## src/rtl/flow_pkg.sv

```systemverilog
package flow_pkg;
   typedef enum logic [3:0] {
      K_SEQ   = 4'd0,
      K_JMP   = 4'd1,
      K_CALL  = 4'd2,
      K_RET   = 4'd3,
      K_LOOP  = 4'd4,
      K_LOOPC = 4'd5,
      K_COND  = 4'd6
   } kind_e;

   typedef enum logic [2:0] {
      C_LT = 3'd0,
      C_GT = 3'd1,
      C_EQ = 3'd2,
      C_GE = 3'd3,
      C_LE = 3'd4,
      C_NE = 3'd5
   } cond_e;
endpackage

```

## src/rtl/flow_cond_eval.sv

```systemverilog
module flow_cond_eval #(
   parameter int CR_FIELDS = 8,
   localparam int CRW    = 4 * CR_FIELDS,
   localparam int FSEL_W = $clog2(CR_FIELDS),
   localparam int BSEL_W = $clog2(CRW)
) (
   input  logic [CRW-1:0]    cr,
   input  logic [FSEL_W-1:0] field_sel,
   input  logic [2:0]        cond,
   input  logic [BSEL_W-1:0] bit_sel,
   output logic              cond_ok,
   output logic              bit_ok
);
   import flow_pkg::*;

   logic [CR_FIELDS-1:0] lt_v, gt_v, eq_v;

   // field 0 sits in the most significant nibble
   for (genvar f = 0; f < CR_FIELDS; f++) begin : g_field
      assign lt_v[f] = cr[CRW-1-4*f];
      assign gt_v[f] = cr[CRW-2-4*f];
      assign eq_v[f] = cr[CRW-3-4*f];
   end

   logic lt_s, gt_s, eq_s;
   assign lt_s = lt_v[field_sel];
   assign gt_s = gt_v[field_sel];
   assign eq_s = eq_v[field_sel];

   always_comb begin
      case (cond_e'(cond))
         C_LT:    cond_ok = lt_s;
         C_GT:    cond_ok = gt_s;
         C_EQ:    cond_ok = eq_s;
         C_GE:    cond_ok = !lt_s;
         C_LE:    cond_ok = !gt_s;
         C_NE:    cond_ok = !eq_s;
         default: cond_ok = 1'b0;
      endcase
   end

   // bit numbering counts from the most significant end
   logic [BSEL_W-1:0] bit_idx;
   assign bit_idx = BSEL_W'(CRW - 1) - bit_sel;
   assign bit_ok  = cr[bit_idx];
endmodule

```

## src/rtl/flow_spr_regs.sv

```systemverilog
module flow_spr_regs #(
   parameter int AW = 32
) (
   input  logic          clk,
   input  logic          rst_n,
   input  logic          call,
   input  logic          loop,
   input  logic          mv_lr,
   input  logic          mv_ctr,
   input  logic [AW-1:0] pc_plus4,
   input  logic [AW-1:0] mv_data,
   output logic [AW-1:0] lr_q,
   output logic [AW-1:0] ctr_q,
   output logic [AW-1:0] ctr_dec,
   output logic          conflict
);
   assign ctr_dec  = ctr_q - AW'(1);
   assign conflict = (mv_lr && call) || (mv_ctr && loop);

   always_ff @(posedge clk or negedge rst_n) begin
      if (!rst_n) begin
         lr_q  <= '0;
         ctr_q <= '0;
      end else begin
         // branch updates win over a colliding move
         if (call)       lr_q <= pc_plus4;
         else if (mv_lr) lr_q <= mv_data;
         if (loop)        ctr_q <= ctr_dec;
         else if (mv_ctr) ctr_q <= mv_data;
      end
   end
endmodule

```

## src/rtl/flow_next_addr.sv

```systemverilog
module flow_next_addr #(
   parameter int AW = 32
) (
   input  flow_pkg::kind_e kind,
   input  logic [AW-1:0]   pc_plus4,
   input  logic [AW-1:0]   target,
   input  logic [AW-1:0]   lr_q,
   input  logic            dec_nz,
   input  logic            cond_ok,
   input  logic            bit_ok,
   output logic [AW-1:0]   next_pc,
   output logic            taken
);
   import flow_pkg::*;

   localparam logic [AW-1:0] ALIGN_MASK = ~AW'(3);

   logic [AW-1:0] dest;
   assign dest = ((kind == K_RET) ? lr_q : target) & ALIGN_MASK;

   always_comb begin
      case (kind)
         K_JMP, K_CALL, K_RET: taken = 1'b1;
         K_LOOP:               taken = dec_nz;
         K_LOOPC:              taken = dec_nz && bit_ok;
         K_COND:               taken = cond_ok;
         default:              taken = 1'b0;
      endcase
   end

   assign next_pc = taken ? dest : pc_plus4;
endmodule

```

## src/rtl/flow_ctl_unit.sv

```systemverilog
module flow_ctl_unit #(
   parameter int          AW        = 32,
   parameter int          CR_FIELDS = 8,
   parameter logic [31:0] RESET_VEC = 32'h0000_0100,
   localparam int CRW    = 4 * CR_FIELDS,
   localparam int FSEL_W = $clog2(CR_FIELDS),
   localparam int BSEL_W = $clog2(CRW)
) (
   input  logic              clk,
   input  logic              rst_n,
   input  logic [3:0]        op_kind_i,
   input  logic [AW-1:0]     cur_pc_i,
   input  logic [AW-1:0]     target_i,
   input  logic [CRW-1:0]    cr_i,
   input  logic [FSEL_W-1:0] field_sel_i,
   input  logic [2:0]        cond_i,
   input  logic [BSEL_W-1:0] bit_sel_i,
   input  logic              mv_lr_i,
   input  logic              mv_ctr_i,
   input  logic [AW-1:0]     mv_data_i,
   output logic [AW-1:0]     next_pc_o,
   output logic              taken_o,
   output logic              illegal_o,
   output logic [AW-1:0]     lr_o,
   output logic [AW-1:0]     ctr_o
);
   import flow_pkg::*;

   if (AW < 8 || AW > 64) begin : g_bad_aw
      $error("flow_ctl_unit: AW must lie in 8..64");
   end
   if (CR_FIELDS < 2 || (CR_FIELDS & (CR_FIELDS - 1)) != 0) begin : g_bad_cr
      $error("flow_ctl_unit: CR_FIELDS must be a power of two of at least 2");
   end

   kind_e kind;
   assign kind = kind_e'(op_kind_i);

   logic [AW-1:0] pc_plus4;
   assign pc_plus4 = cur_pc_i + AW'(4);

   logic is_call, is_loop;
   assign is_call = (kind == K_CALL);
   assign is_loop = (kind == K_LOOP) || (kind == K_LOOPC);

   logic          cond_ok, bit_ok, conflict, taken_d;
   logic [AW-1:0] ctr_dec, next_d;

   flow_cond_eval #(.CR_FIELDS(CR_FIELDS)) u_cond (
      .cr        (cr_i),
      .field_sel (field_sel_i),
      .cond      (cond_i),
      .bit_sel   (bit_sel_i),
      .cond_ok   (cond_ok),
      .bit_ok    (bit_ok)
   );

   flow_spr_regs #(.AW(AW)) u_regs (
      .clk      (clk),
      .rst_n    (rst_n),
      .call     (is_call),
      .loop     (is_loop),
      .mv_lr    (mv_lr_i),
      .mv_ctr   (mv_ctr_i),
      .pc_plus4 (pc_plus4),
      .mv_data  (mv_data_i),
      .lr_q     (lr_o),
      .ctr_q    (ctr_o),
      .ctr_dec  (ctr_dec),
      .conflict (conflict)
   );

   flow_next_addr #(.AW(AW)) u_next (
      .kind     (kind),
      .pc_plus4 (pc_plus4),
      .target   (target_i),
      .lr_q     (lr_o),
      .dec_nz   (ctr_dec != '0),
      .cond_ok  (cond_ok),
      .bit_ok   (bit_ok),
      .next_pc  (next_d),
      .taken    (taken_d)
   );

   always_ff @(posedge clk or negedge rst_n) begin
      if (!rst_n) begin
         next_pc_o <= AW'(RESET_VEC);
         taken_o   <= 1'b0;
         illegal_o <= 1'b0;
      end else begin
         next_pc_o <= next_d;
         taken_o   <= taken_d;
         illegal_o <= conflict;
      end
   end
endmodule

```

## config.mk

```make
export PLATFORM = sky130hd
export DESIGN_NAME = flow_ctl_unit
export DESIGN_NICKNAME = d
export VERILOG_FILES = /design/src/rtl/flow_pkg.sv /design/src/rtl/flow_cond_eval.sv /design/src/rtl/flow_spr_regs.sv /design/src/rtl/flow_next_addr.sv /design/src/rtl/flow_ctl_unit.sv
export SDC_FILE = /design/constraint.sdc
export NUM_CORES = 1
export LEC_CHECK = 0
export CAP_MARGIN = 25
export CORE_ASPECT_RATIO = 2
export CORE_MARGIN = 5
export CORE_UTILIZATION = 26
export DETAILED_ROUTE_END_ITERATION = 6
export GPL_TIMING_DRIVEN = 0
export RECOVER_POWER = 25
export REMOVE_ABC_BUFFERS = 1
export SYNTH_ARGS = -nofsm -noshare
export SYNTH_HDL_FRONTEND = slang
export SYNTH_SLANG_ARGS = --single-unit
```

## constraint.sdc

```tcl
create_clock -name clk -period 2.65 [get_ports clk]
set_clock_uncertainty 0.05 [all_clocks]
set_input_delay 0.6625 -clock clk [delete_from_list [all_inputs] [get_ports clk]]
set_output_delay 0.6625 -clock clk [all_outputs]
set_load 0.02 [all_outputs]
```

==> impl_results.md <==
* FF-to-FF Start: u_regs.ctr_q[0]
* Largest net degree at the start of global routing at between 50 and 60
* Vias/cell at 5.24
* Buf+Inv Stages, Crit Path at 4
* Yosys reg bits at 98
* EDFF count, synth at 0
* CTS tree: done
* Clock transition at the registers of the reported paths at 0.08 ns
* Port bufs at about 240
* Final hold viol count at 0
* WS Path Type: reg -> reg
* Initial antenna violation count at 0
* Routability congestion estimate from global placement at 0.800
* CTS max path bufs at 2
* Post-route antenna net violation count at 0
* Most frequent cells in the layout: clkdlybuf4s50_1 (226), dfrtp_1 (93), mux2i_1 (65)
* Cells after Synth at 660
* Library cells used by synthesis at 66
* Leakage at between 3 and 4 nW
* Final net count at between 1000 and 1500
* Hold Crit Class: in -> async
* PD cells at between 400 and 500 nW/um^2
* Gr ovfl total at 0
* Die W at between 100 and 150 um
* H-tree Lvls at 3
* Met2 wire len at 11.1 mm
* Area Overhead vs Synth at 55.2%
* Io pins at ~250
* Delay-heaviest family, CP: simple AND/OR/NAND/NOR gates
* Post-Syn Area at between 6000 and 7000 um^2
* Dpl hpwl at 17.9 mm
* Pins Over Slew Limit at 0
* Nature of the critical path startpoint: flip-flop
* Filler cells at 2373
* CTS buffer count at 9
* Slew HR at 0.198
* DIE AREA at 27800 um^2
* Clock period minus final worst setup slack at 3.10 ns
* Vias in the first global route at between 6000 and 7000
* GR Util All Layers at 0.166
* Top_reg_cell synth: dfrtp_1
* Initial detailed-routing violation count at ~350
* CP peak stage delay at between 0.5 and 0.6 ns
* Max Used Layer: met4
* Met3 WL post-DR at 2.32 mm
* DRC viols at 0
* Peak VDD IR at approximately 0.34 mV
* Core ar. at approximately 24000 um^2
* Max-cap viol count at 0
* Worst setup margin at -0.446 ns
* Ant. Diodes at 0
* Fin cells at between 1000 and 1500
* Unrepaired setup endpoints after global routing: true
* Pre-antenna DRT Iters at 5
* Row cnt at 81
* Arrival @ worst endpoint at between 3 and 4 ns
* Final wirelength at ~24 mm
* Fmax at 0.323 GHz
* Metal-1 WL at about 10 mm
* Synth warn at 0
* Final setup violation count at 34
* Worst skew pair latency at 0.36 ns
* Cells on worst reg2reg path at 12
* Initial Util at 0.262
* Per-cell routed wire length at between 15 and 20 um
* Most common cell after layout, fill and taps aside: clkdlybuf4s50_1
* Placed cells at ~1200
* Post-synthesis sequential area ratio at 0.387
* Critical Path Source: u_regs.ctr_q[0]
* Required time of the worst setup path at roughly 2.9 ns
* TritonCTS Sinks at 98
* Cell count along the critical path at 12
* Total Power at about 0.0048 W
* TNS Setup at -13.35 ns
* Chip Height at 231 um
* Async SR Flop Fraction at 1.00
* Via count at 6303
* Synth Area per Inst at 9.60 um^2
* Slowest stage cell, crit path: or4b_1
* Violated checks: setup timing
* Share of post-route cells with drive strength above 1 at 0.130
* Crit end category: flip-flop
* Period utilisation layout at 1.17
* Crit-path cells: inv_2 -> ha_4 -> nor4b_4 -> nand4_1 -> or4b_1 -> a311oi_2 -> nand4_1 -> a21boi_4 -> buf_6 -> buf_12 -> buf_12 -> mux2i_2
* Actual slew at the worst max-slew pin at 1.20 ns
* Status: complete, but fails checks
* First-pass GRT wire length at 36.5 mm
* Root buf cell: clkbuf_16
* Crit-path max FO at 5
where the power goes:
group	switching (W)	internal [W]
Combinational	0.000776	0.000850
Clock	0.000631	0.000703
Sequential	0.000211	0.00167
logic make-up after synthesis:
kind of cell,count (synthesis),share of synthesized area
AOI/OAI and AO/OA,160,0.165
xor gates and xnor gates,31,0.0429
adders and majority gates,3,0.00592
buffers and inverters,61,0.0403
DFF,98,0.387
muxes,85,0.161
and+or+nand+nor,222,0.197
worst register-to-register path, cell delays in order, from the launching register on:
cell,delay [ns]
dfrtp_2,0.42
inv_2,0.08
ha_4,0.14
nor4b_4,0.31
nand4_1,0.19
or4b_1,0.51
a311oi_2,0.28
nand4_1,0.24
a21boi_4,0.22
buf_6,0.13
buf_12,0.12
buf_12,0.12
mux2i_2,0.20
flip-flops by register name, summed over array words and instances, names as in the netlist:
name and flops:
illegal_o 1, next_pc_o 32, u_regs.ctr_q 32, taken_o 1, u_regs.lr_q 32
final cells by class:
type / count / area, um^2 / share of cell area
Multi-Input combinational cell: 501 / 3800 / 0.386
Timing Repair Buffer: 284 / 2870 / 0.291
Sequential cell: 98 / 2460 / 0.250
Tap cell: 290 / 363 / 0.0369
Clock buffer: 11 / 253 / 0.0257
Inverter: 13 / 48.8 / 0.00496
Clock inverter: 5 / 43.8 / 0.00445
timing repair:
action | in CTS | in global routing
gates cloned | 2 | 0
resized for setup | 50 | 14
setup buffers | 23 | 2
setup endpoints to repair | 78 | 62
hold buffers | 0 | 0
pin swaps | 12 | 8
per-layer routing:
metal	track usage	vias up
met5	0	-
met4	0.0326	0
met3	0.0586	21
met2	0.275	299
met1	0.209	3017
li1	-	2966
per-stage QoR:
stage	util	instance area, um^2	setup WS [ns]	hold slack (ns)
3_5_place_dp	0.377	9120	-1.87	0.525
4_1_cts	0.404	9790	-0.419	0.292
6_report	0.406	9830	-0.446	0.503
3_3_place_gp	0.368	8910	-7.46	0.497
2_1_floorplan	-	6130	-3.85	0.317
5_1_grt	0.406	9830	-0.532	0.553
final timing paths:
| check | endpoint | slack [ns] |
|---|---|---|
| max | next_pc_o[31] | -0.45 |
| min | next_pc_o[29] | 0.50 |
| max reg2reg | next_pc_o[31] | -0.45 |
| min reg2reg | u_regs.ctr_q[31] | 0.53 |
| max in group asynchronous | u_regs.ctr_q[0] | 0.50 |
| min in group clk | u_regs.ctr_q[31] | 0.53 |
synth_stat cells (11+ instances only):
cell	count	area share
nor2_1	51	0.030
xor2_1	20	0.028
a21oi_1	57	0.045
nor2b_1	31	0.031
nor3_1	13	0.010
dfrtp_1	97	0.38
inv_1	12	0.0071
nand3_1	19	0.015
clkbuf_1	40	0.024
o21ai_0	25	0.020
a211oi_1	35	0.041
xnor2_1	11	0.015
nor4_1	14	0.014
mux4_2	13	0.046
nand2_1	31	0.018
mux2i_1	66	0.10
Note: power is estimated with default switching activity, not from simulation.
